File: src/rtl/sburst_pkg.sv
package sburst_pkg;

    typedef enum logic [1:0] {
        CMD_IDLE  = 2'd0,
        CMD_LOAD  = 2'd1,
        CMD_DESEL = 2'd2,
        CMD_CONT  = 2'd3
    } cmd_e;

    // Low two address bits of beat k from start offset s
    function automatic logic [1:0] beat_offset(input logic [1:0] s,
                                               input logic [1:0] k,
                                               input logic       il);
        return il ? (s ^ k) : (s + k);
    endfunction

endpackage

File: src/rtl/sb_strobe_decode.sv
module sb_strobe_decode
    import sburst_pkg::*;
#(
    parameter int NBYTES = 2
) (
    input  logic              chip_en_n,
    input  logic              chip_en2,
    input  logic              chip_en3_n,
    input  logic              proc_stb_n,
    input  logic              ctrl_stb_n,
    input  logic [NBYTES-1:0] byte_wr_n,
    input  logic              burst_active,
    output cmd_e              cmd,
    output logic              is_wr
);

    logic sec_ok;
    logic any_wr;

    always_comb begin
        sec_ok = chip_en2 & ~chip_en3_n;
        any_wr = ~&byte_wr_n;
        cmd    = CMD_IDLE;
        is_wr  = 1'b0;
        if (!chip_en_n && !proc_stb_n) begin
            // processor strobe wins, always a read
            cmd = sec_ok ? CMD_LOAD : CMD_DESEL;
        end else if (!ctrl_stb_n) begin
            if (!chip_en_n && sec_ok) begin
                cmd   = CMD_LOAD;
                is_wr = any_wr;
            end else begin
                cmd = CMD_DESEL;
            end
        end else if (burst_active) begin
            cmd   = CMD_CONT;
            is_wr = any_wr;
        end
    end

endmodule

File: src/rtl/sb_burst_seq.sv
module sb_burst_seq
    import sburst_pkg::*;
#(
    parameter int ADDR_W = 6
) (
    input  logic              clk,
    input  logic              rst_n,
    input  cmd_e              cmd,
    input  logic              cmd_wr,
    input  logic [ADDR_W-1:0] addr,
    input  logic              step_n,
    input  logic              order_il,
    output logic [ADDR_W-1:0] beat_addr,
    output logic              acc_en,
    output logic              acc_wr,
    output logic              active
);

    localparam int HI_W = ADDR_W - 2;

    typedef struct packed {
        logic              active;
        logic [ADDR_W-1:0] base;
        logic [1:0]        cnt;
    } seq_t;

    seq_t seq_d, seq_q;

    always_comb begin
        seq_d     = seq_q;
        beat_addr = seq_q.base;
        acc_en    = 1'b0;
        acc_wr    = 1'b0;
        case (cmd)
            CMD_LOAD: begin
                seq_d.active = 1'b1;
                seq_d.base   = addr;
                seq_d.cnt    = 2'd0;
                beat_addr    = addr;
                acc_en       = 1'b1;
                acc_wr       = cmd_wr;
            end
            CMD_DESEL: begin
                seq_d.active = 1'b0;
            end
            CMD_CONT: begin
                seq_d.cnt = step_n ? seq_q.cnt : seq_q.cnt + 2'd1;
                beat_addr = {seq_q.base[ADDR_W-1 -: HI_W],
                             beat_offset(seq_q.base[1:0], seq_d.cnt, order_il)};
                acc_en    = 1'b1;
                acc_wr    = cmd_wr;
            end
            default: ;
        endcase
    end

    always_ff @(posedge clk or negedge rst_n) begin
        if (!rst_n) seq_q <= '0;
        else        seq_q <= seq_d;
    end

    assign active = seq_q.active;

    // a load starts a burst at beat 0 from the sampled address
    assert_strobe_load_R4: assert property (@(posedge clk) disable iff (!rst_n)
        (cmd == CMD_LOAD) |=> (seq_q.active && seq_q.cnt == 2'd0 && seq_q.base == $past(addr)));

    // deselect ends the burst
    assert_desel_ends_R3: assert property (@(posedge clk) disable iff (!rst_n)
        (cmd == CMD_DESEL) |=> !seq_q.active);

    // a hold keeps the beat position and base
    assert_hold_beat_R7: assert property (@(posedge clk) disable iff (!rst_n)
        (cmd == CMD_CONT && step_n) |=> ($stable(seq_q.cnt) && $stable(seq_q.base) && seq_q.active));

    // a step advances exactly one beat
    assert_step_beat_R7: assert property (@(posedge clk) disable iff (!rst_n)
        (cmd == CMD_CONT && !step_n) |=> (seq_q.cnt == $past(seq_q.cnt) + 2'd1));

endmodule

File: src/rtl/sb_lane_array.sv
module sb_lane_array #(
    parameter int ADDR_W = 6,
    parameter int NBYTES = 2,
    parameter int LANE_W = 9
) (
    input  logic                     clk,
    input  logic                     we,
    input  logic [ADDR_W-1:0]        wr_addr,
    input  logic [NBYTES-1:0]        byte_wr_n,
    input  logic [NBYTES*LANE_W-1:0] wdata,
    input  logic [ADDR_W-1:0]        rd_addr,
    output logic [NBYTES*LANE_W-1:0] rd_data
);

    localparam int DEPTH = 1 << ADDR_W;

    for (genvar g = 0; g < NBYTES; g++) begin : g_lane
        logic [LANE_W-1:0] mem_q [DEPTH];

        always_ff @(posedge clk) begin
            if (we && !byte_wr_n[g]) mem_q[wr_addr] <= wdata[g*LANE_W +: LANE_W];
        end

        assign rd_data[g*LANE_W +: LANE_W] = mem_q[rd_addr];
    end

endmodule

File: src/rtl/sb_read_pipe.sv
module sb_read_pipe #(
    parameter int ADDR_W = 6,
    parameter int DATA_W = 18
) (
    input  logic              clk,
    input  logic              rst_n,
    input  logic              rd_req,
    input  logic [ADDR_W-1:0] rd_addr_in,
    output logic [ADDR_W-1:0] arr_addr,
    input  logic [DATA_W-1:0] arr_data,
    output logic [DATA_W-1:0] rdata,
    output logic              rvalid
);

    typedef struct packed {
        logic              s1_v;
        logic [ADDR_W-1:0] s1_a;
        logic              s2_v;
        logic [DATA_W-1:0] s2_d;
        logic              o_v;
        logic [DATA_W-1:0] o_d;
    } pipe_t;

    pipe_t pipe_d, pipe_q;

    always_comb begin
        pipe_d      = pipe_q;
        pipe_d.s1_v = rd_req;
        if (rd_req) pipe_d.s1_a = rd_addr_in;
        pipe_d.s2_v = pipe_q.s1_v;
        if (pipe_q.s1_v) pipe_d.s2_d = arr_data;
        pipe_d.o_v  = pipe_q.s2_v;
        if (pipe_q.s2_v) pipe_d.o_d = pipe_q.s2_d;
    end

    always_ff @(posedge clk or negedge rst_n) begin
        if (!rst_n) pipe_q <= '0;
        else        pipe_q <= pipe_d;
    end

    assign arr_addr = pipe_q.s1_a;
    assign rdata    = pipe_q.o_d;
    assign rvalid   = pipe_q.o_v;

    // a returned beat traces back to a read request three samples earlier
    assert_rvalid_latency_R8: assert property (@(posedge clk) disable iff (!rst_n)
        rvalid |-> $past(rd_req, 3));

    // output data holds while no beat is returned
    assert_rdata_hold_R8: assert property (@(posedge clk) disable iff (!rst_n)
        !pipe_q.s2_v |=> $stable(rdata));

endmodule

File: src/rtl/sburst_sram_core.sv
module sburst_sram_core
    import sburst_pkg::*;
#(
    parameter int ADDR_W = 6,
    parameter int NBYTES = 2,
    parameter int LANE_W = 9
) (
    input  logic                     clk,
    input  logic                     rst_n,
    input  logic                     chip_en_n,
    input  logic                     chip_en2,
    input  logic                     chip_en3_n,
    input  logic                     proc_stb_n,
    input  logic                     ctrl_stb_n,
    input  logic                     step_n,
    input  logic [NBYTES-1:0]        byte_wr_n,
    input  logic [ADDR_W-1:0]        addr,
    input  logic [NBYTES*LANE_W-1:0] wdata,
    input  logic                     order_il,
    output logic [NBYTES*LANE_W-1:0] rdata,
    output logic                     rvalid
);

    localparam int DATA_W = NBYTES * LANE_W;

    cmd_e              cmd;
    logic              cmd_wr;
    logic              burst_active;
    logic [ADDR_W-1:0] beat_addr;
    logic              acc_en;
    logic              acc_wr;
    logic [ADDR_W-1:0] arr_addr;
    logic [DATA_W-1:0] arr_data;

    sb_strobe_decode #(.NBYTES(NBYTES)) u_decode (
        .chip_en_n    (chip_en_n),
        .chip_en2     (chip_en2),
        .chip_en3_n   (chip_en3_n),
        .proc_stb_n   (proc_stb_n),
        .ctrl_stb_n   (ctrl_stb_n),
        .byte_wr_n    (byte_wr_n),
        .burst_active (burst_active),
        .cmd          (cmd),
        .is_wr        (cmd_wr)
    );

    sb_burst_seq #(.ADDR_W(ADDR_W)) u_seq (
        .clk       (clk),
        .rst_n     (rst_n),
        .cmd       (cmd),
        .cmd_wr    (cmd_wr),
        .addr      (addr),
        .step_n    (step_n),
        .order_il  (order_il),
        .beat_addr (beat_addr),
        .acc_en    (acc_en),
        .acc_wr    (acc_wr),
        .active    (burst_active)
    );

    sb_lane_array #(.ADDR_W(ADDR_W), .NBYTES(NBYTES), .LANE_W(LANE_W)) u_array (
        .clk       (clk),
        .we        (acc_en && acc_wr),
        .wr_addr   (beat_addr),
        .byte_wr_n (byte_wr_n),
        .wdata     (wdata),
        .rd_addr   (arr_addr),
        .rd_data   (arr_data)
    );

    sb_read_pipe #(.ADDR_W(ADDR_W), .DATA_W(DATA_W)) u_pipe (
        .clk        (clk),
        .rst_n      (rst_n),
        .rd_req     (acc_en && !acc_wr),
        .rd_addr_in (beat_addr),
        .arr_addr   (arr_addr),
        .arr_data   (arr_data),
        .rdata      (rdata),
        .rvalid     (rvalid)
    );

    // an honoured processor strobe never writes, even with the other strobe low
    assert_proc_read_only_R1: assert property (@(posedge clk) disable iff (!rst_n)
        (!chip_en_n && !proc_stb_n) |-> !(acc_en && acc_wr));

    // with the primary enable high and no controller strobe, a burst survives
    assert_proc_ignored_R2: assert property (@(posedge clk) disable iff (!rst_n)
        (chip_en_n && ctrl_stb_n && burst_active) |=> burst_active);

    // controller strobe with primary enable high deselects
    assert_ctrl_desel_R5: assert property (@(posedge clk) disable iff (!rst_n)
        (!ctrl_stb_n && chip_en_n) |=> !burst_active);

    // honoured processor strobe with a secondary enable off makes no access
    assert_proc_desel_R3: assert property (@(posedge clk) disable iff (!rst_n)
        (!chip_en_n && !proc_stb_n && (!chip_en2 || chip_en3_n)) |-> !acc_en);

endmodule

File: config.mk
export PLATFORM = sky130hd
export DESIGN_NAME = sburst_sram_core
export DESIGN_NICKNAME = d
export VERILOG_FILES = /design/src/rtl/sburst_pkg.sv /design/src/rtl/sb_strobe_decode.sv /design/src/rtl/sb_burst_seq.sv /design/src/rtl/sb_lane_array.sv /design/src/rtl/sb_read_pipe.sv /design/src/rtl/sburst_sram_core.sv
export SDC_FILE = /design/constraint.sdc
export NUM_CORES = 1
export LEC_CHECK = 0
export ABC_CLOCK_PERIOD_IN_PS = 9400
export BUFFER_PORTS_ARGS = -buffer_cell sky130_fd_sc_hd__buf_2
export CORE_MARGIN = 2
export CORE_UTILIZATION = 35
export CTS_BUF_LIST = sky130_fd_sc_hd__clkbuf_4
export CTS_CLUSTER_DIAMETER = 50
export CTS_CLUSTER_SIZE = 28
export DETAILED_ROUTE_END_ITERATION = 12
export SYNTH_ARGS = -nofsm -noshare
export SYNTH_HDL_FRONTEND = slang
export SYNTH_SLANG_ARGS = --single-unit
File: constraint.sdc
create_clock -name clk -period 9.4 [get_ports clk]
set_input_delay 1.41 -clock clk [delete_from_list [all_inputs] [get_ports clk]]
set_output_delay 1.41 -clock clk [all_outputs]
set_load 0.01 [all_outputs]
---- After elaboration in Yosys (flattened, before gate mapping) ----
Memory sizes are Yosys's and may differ from the RTL's. A register that Yosys moved wholly into a read port is not among the register bits.
Index checks and enable logic that the tools add are counted.
word-level totals
  output and inout port bits .............. 19
  register bits ........................... 36
  RAM bits ................................ 1,152
  memories ................................ 2
  input bits .............................. 35
  word-level logic and storage cells ...... 56
cells by class
  bitwise gates (word level) .............. 3
  add/sub/neg operators ................... 2
  mux-type cells .......................... 20
  eq/ne operators ......................... 3
  reduce and logical (&&, ||, !) cells .... 18
memories
  name                     words  bits a word  read ports  clocked after Yosys merged registers in  wr ports  line                 source
  u_array.g_lane[0].mem_q  64     9            1           1                                        1         sb_lane_array.sv:18  logic [LANE_W-1:0] mem_q [DEPTH];
  u_array.g_lane[1].mem_q  64     9            1           1                                        1         sb_lane_array.sv:18
operators with widths
  operator                                              number
  2-to-1 mux 2 bit                                      7
  case mux 6 bit (2 select lines)                       1
  2-to-1 mux 1 bit                                      10
  logical NOT 1 bit                                     8
  logical AND 1 bit                                     6
  equality test 2 bit (second input constant)           2
  case mux 2 bit (2 select lines)                       1
  nonzero test 2 bit                                    2
  adder 2 x 1 -> 2 bit (second input constant)          1
  adder 2 bit                                           1
  equality test 2 x 1 -> 1 bit (second input constant)  1
  case mux 1 bit (2 select lines)                       1
  AND reduction 2 bit                                   1
  OR reduction 2 bit                                    1
  XOR 2 bit                                             1
  AND 1 bit                                             1
  NOT 1 bit                                             1

---- Depth between registers and ports, before layout ----
  depth after elaboration ................. 13
  gate-level depth with buffers ........... 12

---- Hierarchy ----
Synthesis repeated with hierarchy kept, for this count alone.
second synthesis, totals
  cells, all modules ...................... 2,158
  area total of the unflattened synthesis .. 47,061.4 sq um
modules (own cells, without submodules)
  module            times used  cells an instance  area each (sq um)
  sb_lane_array     1           1,978              44,525.2
  sb_read_pipe      1           116                1,921.8
  sb_burst_seq      1           53                 534.3
  sb_strobe_decode  1           9                  63.8
  sburst_sram_core  1           2                  16.3

---- Worst setup path before layout ----
OpenSTA, ideal clock, no wires.
  path kind ............................... input-to-reg
  from .................................... input port chip_en3_n
  to ...................................... memory u_array.g_lane[0].mem_q[17][0], enable pin
  data required time ...................... 9.001 ns
  stages on the path ...................... 9
  buffers on the path ..................... 2
  path slack .............................. 4.563 ns
  library setup time ...................... 0.399 ns
  arrival ................................. 4.438 ns
  path through ............................ or3b_1 o21ai_4 ha_1 clkbuf_1 a22oi_1 a2111oi_0 nor2_1 buf_2 nor4_1
between the ends
  cells in the longest elaborated chain, start to end .. 13
  elaborated cells between the ends (all ways) .. 20
  those cells by class .................... eq/ne: 2; mux: 12; bitwise: 2; reduce/logical: 4
RTL lines
  what                                                                        line                    source
  start: declaration                                                          sburst_sram_core.sv:12  input logic chip_en3_n,
  NOT 1 bit *                                                                 sb_strobe_decode.sv:21  sec_ok = chip_en2 & ~chip_en3_n;
  AND 1 bit *                                                                 sb_strobe_decode.sv:21
  logical AND 1 bit                                                           sb_strobe_decode.sv:29  if (!chip_en_n && sec_ok) begin
  2-to-1 mux 2 bit                                                            sb_strobe_decode.sv:29
  2-to-1 mux 2 bit                                                            sb_strobe_decode.sv:28  end else if (!ctrl_stb_n) begin
  2-to-1 mux 2 bit                                                            sb_strobe_decode.sv:25  if (!chip_en_n && !proc_stb_n) begin
  equality test 2 bit / equality test 2 x 1 -> 1 bit (equally long branches)  sb_burst_seq.sv:34      case (cmd)
  OR reduction 2 bit (no source line)                                         -
  2-to-1 mux 1 bit                                                            sb_burst_seq.sv:34
  logical AND 1 bit                                                           sburst_sram_core.sv:63  .we (acc_en && acc_wr),
  logical AND 1 bit                                                           sb_lane_array.sv:21     if (we && !byte_wr_n[g]) mem_q[wr_addr] <= wdata[g*LANE_W +: LANE_W];
  2-to-1 mux 1 bit                                                            sb_lane_array.sv:21
  2-to-1 mux 1 bit (not written as such)                                      sb_lane_array.sv:21
  end: declaration                                                            sb_lane_array.sv:18
Mark *: on every way between the ends. The rest lies on a longest branch, timed or not.

---- Final worst setup path ----
  from .................................... input port chip_en_n
  to ...................................... memory u_array.g_lane[1].mem_q[3][1], enable pin
between the ends
  cells in the longest elaborated chain, start to end .. 12
  elaborated cells between the ends (all ways) .. 19
  those cells by class .................... eq/ne: 2; mux: 11; reduce/logical: 6
RTL lines
  what                                                                        line                                            source
  start: declaration                                                          sburst_sram_core.sv:10                          input logic chip_en_n,
  logical NOT 1 bit *                                                         sb_strobe_decode.sv:25, sb_strobe_decode.sv:29
  logical AND 1 bit                                                           sb_strobe_decode.sv:29
  2-to-1 mux 2 bit                                                            sb_strobe_decode.sv:29
  2-to-1 mux 2 bit                                                            sb_strobe_decode.sv:28
  2-to-1 mux 2 bit                                                            sb_strobe_decode.sv:25
  equality test 2 bit / equality test 2 x 1 -> 1 bit (equally long branches)  sb_burst_seq.sv:34
  OR reduction 2 bit (no source line)                                         -
  2-to-1 mux 1 bit                                                            sb_burst_seq.sv:34
  logical AND 1 bit                                                           sburst_sram_core.sv:63
  logical AND 1 bit                                                           sb_lane_array.sv:21
  2-to-1 mux 1 bit                                                            sb_lane_array.sv:21
  2-to-1 mux 1 bit (not written as such)                                      sb_lane_array.sv:21
  end: declaration                                                            sb_lane_array.sv:18
Marked as above.

==> impl_metrics.env <==
export IMPL_status="finished, final reports clean"
export IMPL_die_h_um=372
export IMPL_post_dp_hpwl_um=74800
export IMPL_grt_total_usage=0.176
export IMPL_leakage_nw=16.2
export IMPL_power_density_nw_per_um2=257
export IMPL_antenna_found_initial=13
export IMPL_nNetsFinal=2552
export IMPL_area_growth_pct=9.26
export IMPL_max_freq_mhz=196
export IMPL_syn_num_nets=2517
export IMPL_numCtsBuffers=107
export IMPL_std_cell_rows=134
export IMPL_grt_pass1_wl_um=176000
export IMPL_finalHoldViolCount=0
export IMPL_synthCells=2478
export IMPL_critPathLaunchType="primary input"
export IMPL_ioPinCount=54
export IMPL_cts_resized=0
export IMPL_cts_setup_buffers=0
export IMPL_ctsLongestPathBuffers=3
export IMPL_post_route_util=0.386
export IMPL_syn_area_per_cell_um2=19.1
export IMPL_route_detailed_drc=0
export IMPL_die_area_um2=138000
export IMPL_clkSinkCount=1206
export IMPL_io_buffers=53
export IMPL_antenna_left=0
export IMPL_worstPathRequired_ns=10.02
export IMPL_path_cells="buf_2 > or3b_1 > o21ai_4 > ha_1 > a22oi_1 > a2111oi_0 > nor2_4 > buf_4 > nor3_1"
export IMPL_irDropWorstVdd_uv=233
export IMPL_root_buffer="clkbuf_4"
export IMPL_crit_slowest_cell="nor3_1"
export IMPL_core_area_um2=134000
export IMPL_clkSlewWorstSetupHoldPaths_ns=0.14
export IMPL_end_kind="flip-flop"
export IMPL_vias=24394
export IMPL_yosysUniqueCellTypes=59
export IMPL_cts_tree="done"
export IMPL_yosys_most_used_dff="edfxtp_1"
export IMPL_path_class="in2reg"
export IMPL_crit_path_max_incr_delay_ns=1.11
export IMPL_drtIter0Drc=2784
export IMPL_arrival_ns=5.73
export IMPL_hold_class="reg2reg"
export IMPL_ys_async_sr_fraction=0.0448
export IMPL_ys_warn_count=0
export IMPL_worst_slew_pin_slew_ns=1.33
export IMPL_drive_gt1_frac=0.228
export IMPL_htree_levels=3
export IMPL_final_common_cell="edfxtp_1"
export IMPL_routed_wl_um=122000
export IMPL_grt_pass1_vias=24654
export IMPL_synth_edf_count=1152
export IMPL_final_cell_mix="edfxtp_1 (1,152), mux2i_1 (216), mux4_2 (180), clkbuf_4 (116), nor3_1 (76)"
export IMPL_cts_hold_buf=0
export IMPL_seq_area_frac_synth=0.759
export IMPL_via_per_inst=5.58
export IMPL_synth_seq_cells=1206
export IMPL_setup_violations=0
export IMPL_worstPathMaxFanout=32
export IMPL_start_util=0.354
export IMPL_route_detailed_wl_per_inst_um=27.9
export IMPL_grt_ovfl_total=0
export IMPL_clkLatencyLatePin_ns=1.06
export IMPL_drv_cap=0
export IMPL_syn_area_um2=47400
export IMPL_fin_skew_ns=0.0793
export IMPL_tns_ns=0
export IMPL_fp_dieW_um=372
export IMPL_fin_crit_ns=5.11
export IMPL_timing_hold_ws_ns=0.521
export IMPL_firstDrtPassIters=5
export IMPL_finalCritPeriodShare=0.543
export IMPL_rsz0062_at_grt="false"
export IMPL_num_fill_cells=11867
export IMPL_max_slew_margin=0.109
export IMPL_grt_max_degree=74
export IMPL_gp_congestion=0.855
export IMPL_maxSlewViolCount=0
path summary, 6_finish.rpt:
check                                            startpoint                                       to  slack, ns  depth (start not counted)
worst max register to register     u_seq.active$_DFFE_PN0P_  u_array.g_lane[1].mem_q[3][1]$_DFFE_PP_       4.74                          8
worst min register to register  u_pipe.rdata[5]$_DFFE_PN0P_              u_pipe.rdata[5]$_DFFE_PN0P_       0.52                          1
worst max-delay path                              chip_en_n  u_array.g_lane[1].mem_q[3][1]$_DFFE_PP_       4.29                          9
max in group asynchronous                             rst_n           u_pipe.arr_addr[0]$_DFFE_PN0P_       8.18                          2
worst min-delay path            u_pipe.rdata[5]$_DFFE_PN0P_              u_pipe.rdata[5]$_DFFE_PN0P_       0.52                          1
min in group asynchronous                             rst_n              u_pipe.rdata[4]$_DFFE_PN0P_       0.55                          2
cell families (layout without fill, tap and decap cells):
logic type	count (synthesis)	after routing	share of synthesized area
DFF	1206	1206	0.759
xor gates and xnor gates	3	3	0.000872
other	0	1	0
adders and majority gates	4	4	0.00106
buffers and inverters	191	319	0.0182
muxes	416	416	0.136
and+or+nand+nor	332	332	0.0387
AOI/OAI and AO/OA	326	326	0.0464
flip-flops by register name, indices dropped and copies added (netlist names):
register / flops
u_pipe.arr_addr: 6
u_seq.active: 1
u_pipe.rdata: 18
u_pipe.pipe_q: 18
u_pipe.pipe_d: 2
u_seq.seq_q: 8
u_pipe.rvalid: 1
u_array.g_lane.mem_q: 1152
area by class of cell:
cell class	instances	area, µm²	share of cell area
well taps	1768	2210	0.0427
repair buffers	109	706	0.0136
diodes	1	2.50	0.0000483
inverters	8	32.5	0.000629
clock buffers	114	856	0.0165
clock inverters	88	1040	0.0201
multi-input cells	1081	11000	0.212
flip-flops and latches	1206	36000	0.695
through the flow:
step	instance area (µm²)	setup slack [ns]	total power, mW	cells
after detailed placement	49800	3.31	10.5	4169
after global routing	51800	4.14	13.8	4375
after CTS	51700	4.46	13.4	4371
after global placement	49800	3.56	10.5	4169
final	51800	4.29	13.3	4375
after floorplan	47400	4.56	8.99	2478
cells in the mapped netlist, types with 3 or more instances:
cell type | instances | share of area
a211oi_1 | 7 | 0.0011
a21oi_1 | 49 | 0.0052
a221o_1 | 18 | 0.0038
a221oi_1 | 18 | 0.0033
a22oi_1 | 73 | 0.012
and2_1 | 5 | 0.00066
and3_1 | 3 | 0.00040
buf_1 | 32 | 0.0025
buf_2 | 48 | 0.0051
buf_4 | 18 | 0.0029
clkbuf_1 | 83 | 0.0066
dfrtp_1 | 54 | 0.029
edfxtp_1 | 1152 | 0.73
ha_1 | 4 | 0.0011
inv_1 | 7 | 0.00055
mux2_2 | 20 | 0.0048
mux2i_1 | 216 | 0.046
mux4_2 | 180 | 0.086
nand2_1 | 72 | 0.0057
nand2b_1 | 24 | 0.0032
nand3_1 | 6 | 0.00063
nand4_1 | 19 | 0.0025
nor2_1 | 34 | 0.0027
nor2_2 | 3 | 0.00040
nor2b_1 | 4 | 0.00053
nor3_1 | 77 | 0.0081
nor4_1 | 58 | 0.0077
nor4_2 | 13 | 0.0034
o211ai_1 | 22 | 0.0035
o21ai_0 | 62 | 0.0066
o22ai_1 | 56 | 0.0074
per-layer routing:
metal  up-vias  part of all wire  track usage
met1     12652              0.42        0.243
met4        20             0.025       0.0516
met2      1215              0.45        0.270
met5         -            0.0011            0
li1      10327                 -            -
met3       180             0.098       0.0503
power breakdown:
group          internal, mW  switching, mW
Combinational          1.50           2.66
Clock                 0.934           1.97
Sequential             6.03          0.230
critical path: cells and delay by family:
family / cells / cell delay, ns
compound gates: 3 / 1.42
fa+ha+maj: 1 / 0.72
buf+inv: 2 / 0.56
simple gates: 3 / 1.58
(Power assumes the default switching activity.)
